### src/rtl/ers_pkg.sv
package ers_pkg;

    typedef enum logic [1:0] {
        ERS_4K   = 2'd0,
        ERS_8K   = 2'd1,
        ERS_64K  = 2'd2,
        ERS_256K = 2'd3
    } ers_kind_e;

    localparam int PSECT_LG  = 12;
    localparam int PSECT_NUM = 16;
    localparam int ZONE_LG   = PSECT_LG + $clog2(PSECT_NUM);
    localparam int BIG_LG    = 18;
    localparam int LEN_W     = BIG_LG + 1;
    localparam int LG_W      = 5;

    typedef struct packed {
        logic            ok;
        logic [LG_W-1:0] lg;
    } ers_verdict_t;

    function automatic logic [LG_W-1:0] kind_lg(ers_kind_e k);
        case (k)
            ERS_4K:  return LG_W'(PSECT_LG);
            ERS_8K:  return LG_W'(PSECT_LG + 1);
            ERS_64K: return LG_W'(ZONE_LG);
            default: return LG_W'(BIG_LG);
        endcase
    endfunction

endpackage

### src/rtl/ers_zone_detect.sv
module ers_zone_detect #(
    parameter int ADDR_W = 24
) (
    input  logic [ADDR_W-ers_pkg::ZONE_LG-1:0] addr_hi,
    input  logic                               param_top,
    output logic                               in_zone
);
    // The zone is one ZONE_LG-sized block: block index 0 or the highest index.
    always_comb begin
        if (param_top) in_zone = &addr_hi;
        else           in_zone = ~|addr_hi;
    end
endmodule

### src/rtl/ers_rule_check.sv
module ers_rule_check
    import ers_pkg::*;
(
    input  ers_kind_e    kind,
    input  logic         uniform,
    input  logic         in_zone,
    output ers_verdict_t verdict
);
    always_comb begin
        verdict.lg = kind_lg(kind);
        case (kind)
            ERS_4K:   verdict.ok = !uniform && in_zone;
            ERS_8K:   verdict.ok = 1'b0;
            ERS_64K:  verdict.ok = !uniform;
            ERS_256K: verdict.ok = uniform;
            default:  verdict.ok = 1'b0;
        endcase
    end
endmodule

### src/rtl/ers_align.sv
module ers_align #(
    parameter int ADDR_W = 24,
    parameter int LEN_W  = 19,
    parameter int LG_W   = 5
) (
    input  logic [ADDR_W-1:0] addr,
    input  logic [LG_W-1:0]   lg,
    input  logic              ok,
    output logic [ADDR_W-1:0] start,
    output logic [LEN_W-1:0]  len
);
    logic [ADDR_W-1:0] mask;

    always_comb begin
        mask  = {ADDR_W{1'b1}} << lg;
        start = ok ? (addr & mask) : '0;
        len   = ok ? (LEN_W'(1) << lg) : '0;
    end
endmodule

### src/rtl/erase_region_resolver.sv
module erase_region_resolver
    import ers_pkg::*;
#(
    parameter int ADDR_W = 24
) (
    input  logic                 clk,
    input  logic                 rst,
    input  logic                 req_valid,
    input  logic [1:0]           req_kind,
    input  logic [ADDR_W-1:0]    req_addr,
    input  logic                 cfg_uniform,
    input  logic                 cfg_param_top,
    output logic                 res_valid,
    output logic                 res_ok,
    output logic                 res_reject,
    output logic [ADDR_W-1:0]    res_start,
    output logic [LEN_W-1:0]     res_len
);
    localparam int HI_W = ADDR_W - ZONE_LG;

    ers_kind_e         kind;
    logic              in_zone;
    ers_verdict_t      verdict;
    logic [ADDR_W-1:0] nxt_start;
    logic [LEN_W-1:0]  nxt_len;

    assign kind = ers_kind_e'(req_kind);

    ers_zone_detect #(.ADDR_W(ADDR_W)) u_zone (
        .addr_hi   (req_addr[ADDR_W-1:ZONE_LG]),
        .param_top (cfg_param_top),
        .in_zone   (in_zone)
    );

    ers_rule_check u_rule (
        .kind    (kind),
        .uniform (cfg_uniform),
        .in_zone (in_zone),
        .verdict (verdict)
    );

    ers_align #(.ADDR_W(ADDR_W), .LEN_W(LEN_W), .LG_W(LG_W)) u_align (
        .addr  (req_addr),
        .lg    (verdict.lg),
        .ok    (verdict.ok),
        .start (nxt_start),
        .len   (nxt_len)
    );

    always_ff @(posedge clk) begin
        if (rst) begin
            res_valid  <= 1'b0;
            res_ok     <= 1'b0;
            res_reject <= 1'b0;
            res_start  <= '0;
            res_len    <= '0;
        end else begin
            res_valid  <= req_valid;
            res_ok     <= req_valid && verdict.ok;
            res_reject <= req_valid && !verdict.ok;
            res_start  <= req_valid ? nxt_start : '0;
            res_len    <= req_valid ? nxt_len : '0;
        end
    end

    if (HI_W < 1) begin : g_bad_width
        initial $error("ADDR_W must exceed the parameter zone width");
    end
endmodule

### config.mk
export PLATFORM = sky130hd
export DESIGN_NAME = erase_region_resolver
export DESIGN_NICKNAME = d
export VERILOG_FILES = /design/src/rtl/ers_pkg.sv /design/src/rtl/ers_zone_detect.sv /design/src/rtl/ers_rule_check.sv /design/src/rtl/ers_align.sv /design/src/rtl/erase_region_resolver.sv
export SDC_FILE = /design/constraint.sdc
export NUM_CORES = 1
export LEC_CHECK = 0
export BUFFER_PORTS_ARGS = -buffer_cell sky130_fd_sc_hd__buf_2
export CORE_MARGIN = 4
export CORE_UTILIZATION = 36
export CTS_CLUSTER_DIAMETER = 120
export DETAILED_ROUTE_END_ITERATION = 6
export PLACE_DENSITY_LB_ADDON = 0.25
export SLEW_MARGIN = 10
export SYNTH_ARGS = -nofsm -noshare
export SYNTH_HDL_FRONTEND = slang
export SYNTH_SLANG_ARGS = --single-unit
### constraint.sdc
create_clock -name clk -period 1.1 [get_ports clk]
set_input_delay 0.22 -clock clk [delete_from_list [all_inputs] [get_ports clk]]
set_output_delay 0.22 -clock clk [all_outputs]
set_load 0.03 [all_outputs]
* Word-level counts from Yosys, hierarchy flattened *
Index checks and enable logic that the tools add are counted.

storage, ports and cells
  register bits = 46
  latch bits = 0
  RAM bits = 0
  memory bits (read-only) = 0
  input port bits = 31
  output and inout bits = 46
  word-level logic and storage cells = 26
  memories = 0

operators by class
  add/sub/neg operators = 0
  multipliers = 0
  divide/modulo/power cells = 0
  magnitude comparators = 0
  equal/unequal tests = 3
  shift operators = 2
  mux-type cells = 3
  bitwise logic cells = 3
  reduce and logical (&&, ||, !) cells = 10

operator list
  cell                                                                  count
  24-bit AND                                                            1
  24-bit by 5-bit << shifter with 24-bit output (first input constant)  1
  1-bit by 5-bit << shifter with 19-bit output (first input constant)   1
  5-bit case mux with 3 select lines                                    1
  8-bit AND reduction                                                   1
  8-bit OR reduction                                                    1
  2-bit == test (second input constant)                                 2
  1-bit case mux with 4 select lines                                    1
  1-bit logical AND                                                     3
  1-bit zero test                                                       3
  3-bit OR reduction                                                    1
  2-bit by 1-bit == test with 1-bit output (second input constant)      1
  2-bit zero test                                                       1
  1-bit inverter                                                        2
  1-bit two-way mux                                                     1

* Longest topological paths before layout *
  word-level depth = 7
  depth in mapped cells = 5
  mapped depth without buffers = 5

* Cells and area by module *
A second synthesis with hierarchy kept.

second synthesis, totals
  cells, all modules = 202
  area total of the unflattened synthesis = 1985.7 um^2

modules (own cells, without submodules)
  module                 times used  cells an instance  area each (um^2)
  erase_region_resolver  1           100                1365.1
  ers_align              1           86                 528.0
  ers_rule_check         1           8                  50.0
  ers_zone_detect        1           8                  42.5

* Worst setup path before layout *
Ideal clock, no wire load.

  path kind = input to register
  start = input req_kind[0]
  end = register res_start[12]
  data arrival time = 1.043 ns
  data required time = 1.041 ns
  slack = -0.002 ns
  stages on the path = 4
  path buffers = 0
  path through = nor4b_4 -> nand4_4 -> o22ai_2 -> and2_1

between the ends
  cells in the longest elaborated chain, start to end = 4
  elaborated cells between the ends (all ways) = 10
  classes of those cells = 3 x eq/ne; 1 x shift; 2 x mux; 2 x bitwise; 2 x reduce/logical

RTL lines
  element                                                                                   RTL line                             RTL
  from (decl)                                                                               erase_region_resolver.sv:9           input logic [1:0] req_kind,
  2-bit == test (tied with other cells)                                                     ers_pkg.sv:23, ers_rule_check.sv:11
  5-bit case mux with 3 select lines or 1-bit case mux with 4 select lines (tied branches)  ers_pkg.sv:23, ers_rule_check.sv:11
  24-bit by 5-bit << shifter with 24-bit output or 1-bit inverter (tied branches)           -
  24-bit AND or 3-bit OR reduction (tied branches)                                          -
  to (signal assigned)                                                                      erase_region_resolver.sv:61          res_start <= req_valid ? nxt_start : '0;
  to (decl)                                                                                 erase_region_resolver.sv:16          output logic [ADDR_W-1:0] res_start,

Parallel ways exist; a longest one is shown, timed or not.
A chain may end at the register's enable or synchronous reset.

* Worst setup path after layout *
  start = register res_len[8]
  end = output res_len[8]

RTL lines
  element                 RTL line                     RTL
  from (decl)             erase_region_resolver.sv:17  output logic [LEN_W-1:0] res_len
  from (signal assigned)  erase_region_resolver.sv:62  res_len <= req_valid ? nxt_len : '0;

No word-level cell between the ends.

==> results.toml <==
[route]
drc = 0
firstDrtPassIters = 4
ant_nets = 0
finalWirelength_um = 2330
drtIter0Drc = 30
vias = 899
wl_per_cell_um = 10.1
avgViaCountPerCell = 3.89

[floorplan]
fp.dieH_um = 65.3
rows = 20
pin_count = 77
dieWidth_um = 65.3
initial_utilization_pct = 38.1
core_area_um2 = 3100
dieArea_um2 = 4260

[logic_synthesis]
synth_edf_count = 0
syn_area_per_cell_um2 = 14.2
synth.most_common_cell = "dfxtp_1"
synth_top_flop_cell = "dfxtp_1"
synthTopCellsByArea = "dfxtp_1 78%, and2_1 5.3%, nor4b_4 2.0%"
syn_area_um2 = 1180
synth.yosys.warnings = 0
synth_top_area_share_pct = 78.0
synth_top_area_cell = "dfxtp_1"
synth_commonest_cells = "46 x dfxtp_1, 10 x and2_1, 6 x nand2_1"
synthCells = 83
ys_ff_latch = 46
seq_area_frac_synth_pct = 78.0
synthArstFlopShare_pct = 0
ys_types = 20

[timing]
hold_viol = 0
fin_crit_sh_pct = 96.5
fmax_ghz = 0.942
hold_slack_ns = 0.0743
setup_viol = 0
slew_viol_final = 0
fin_setup_tns_ns = 0
fin_crit_ns = 1.06

[power]
irDropWorstVdd_mv = 0.747
finalPower_mw = 3.36
powerDensity_nw_per_um2 = 1680
power_leakage_nw = 0.984

[worst_setup_path]
critical_path_class = "register to primary output"
crit_buf_inv = 1
cp-startpoint = "res_len[8]$_SDFF_PP0_"
slowest_stage = "dfxtp_1"
cp_max_fo = 1
critPathArrivalTime_ns = 0.84
critPathCapture = "res_len[8]"
path_depth = 1
cp-start-kind = "register"
critPathMaxStageDelay_ns = 0.35
crit_family = "flip-flops"
worstPathRequired_ns = 0.88
end_kind = "primary output"
path_cells = "buf_4"

[final_layout]
nNetsFinal = 217
drive_gt1_share_pct = 52.4
num-fill-cells = 272
utilization_pct = 64.4
antennaDiodeCount = 0
synthToLayoutAreaGrowth_pct = 69.2

[cts]
cts_num_sinks = 46
cts_buffer_depth = 2
cts_htree_levels = 2
numCtsBuffers = 5
root_buffer = "clkbuf_4"
cts_tree = "done"
path_clk_slew_ns = 0.12
post_cts_buffers = 0

[placed_design]
hpwl_um = 1750
gp_congestion = 0.724
place.port_buffers = 64

[global_route]
grt_start_max_net_pins = 15
track_usage_pct = 11.4
overflow = 0
antenna_found_initial = 0
grt_pass1_vias = 837
grt_first_pass_wirelength_um = 3640

[flow_run]
max_cap_viol_count = 0

[min_path]
hold_path.class = "input pin to register"

[status]
status = "complete, no violations"
## stage by stage
stage / cells / instance area (um2) / setup WS, ns
2_1_floorplan: 110 / 1280 / -0.000356
3_3_place_gp: 223 / 1700 / -0.222
3_5_place_dp: 223 / 1700 / -0.268
4_1_cts: 231 / 1830 / 0.000374
5_1_grt: 231 / 2000 / -0.0323
6_report: 231 / 2000 / 0.0382
## worst min-delay path by stage
stage	startpoint	endpoint	cells after the start
2_1_floorplan	rst	res_valid$_SDFF_PP0_	1
6_report	req_addr[12]	res_start[12]$_SDFF_PP0_	2
3_5_place_dp	req_addr[12]	res_start[12]$_SDFF_PP0_	2
4_1_cts	req_addr[12]	res_start[12]$_SDFF_PP0_	2
3_3_place_gp	req_addr[12]	res_start[12]$_SDFF_PP0_	2
5_1_grt	req_addr[12]	res_start[12]$_SDFF_PP0_	2
## sequential cells by signal, summed over array words and instances, names as in the netlist
name and cells:
res_start 24, res_valid 1, res_ok 1, res_reject 1, res_len 19
## layout make-up
class | count | area (um2) | area share (%)
sequential | 46 | 941 | 47.1
timing repair buffer | 69 | 529 | 26.5
multi-input combinational | 63 | 358 | 17.9
clock inverter | 2 | 60.1 | 3.01
tap | 44 | 55.1 | 2.76
clock buffer | 6 | 51.3 | 2.57
inverter | 1 | 3.75 | 0.188
## logic make-up (layout without fill, tap and decap cells)
logic type | after synthesis | count (layout) | synth area share, %
buffers and inverters | 1 | 78 | 0.317
AO/OA/AOI/OAI | 4 | 4 | 3.39
other | 1 | 28 | 0.317
XOR/XNOR | 1 | 1 | 0.742
flip-flops | 46 | 46 | 78.0
AND/OR/NAND/NOR | 30 | 30 | 17.3
## report_power, final
part	switching (mW)	internal, mW
Clock	0.480	0.770
Combinational	0.210	0.143
Sequential	0.0223	1.74
## what timing repair did
action / CTS / global route
setup endpoints to repair: 8 / 43
hold endpoints to repair: 0 / 0
gates resized for setup: 8 / 106
hold buffers: 0 / 0
## cells in the final DEF (no fill, tap or decap)
| cell type | count |
|---|---|
| buf_4 | 35 |
| dfxtp_1 | 30 |
| conb_1 | 28 |
| buf_2 | 18 |
| dfxtp_2 | 16 |
| buf_6 | 15 |
| and2_1 | 10 |
| nand2_1 | 6 |
| clkbuf_4 | 6 |
| nand3_1 | 3 |
| and4_1 | 2 |
| nor2_1 | 2 |
| bufinv_16 | 2 |
| xnor2_1 | 1 |
| nor2b_1 | 1 |
| nor4b_4 | 1 |
| nand4_4 | 1 |
| inv_1 | 1 |
| nor4_1 | 1 |
| nor3_1 | 1 |
| nand2b_1 | 1 |
| o22ai_2 | 1 |
| o211ai_2 | 1 |
| a211oi_1 | 1 |
| and4_2 | 1 |
| a21boi_0 | 1 |
| clkbuf_8 | 1 |
## layer usage
layer	track usage, %	share of wire (%)	up-vias
met5	0	0	-
met3	4.96	9.7	4
li1	-	-	451
met2	20.1	54	50
met1	11.3	35	394
met4	5.96	1.2	0
Power figures use the tool's default switching activity.
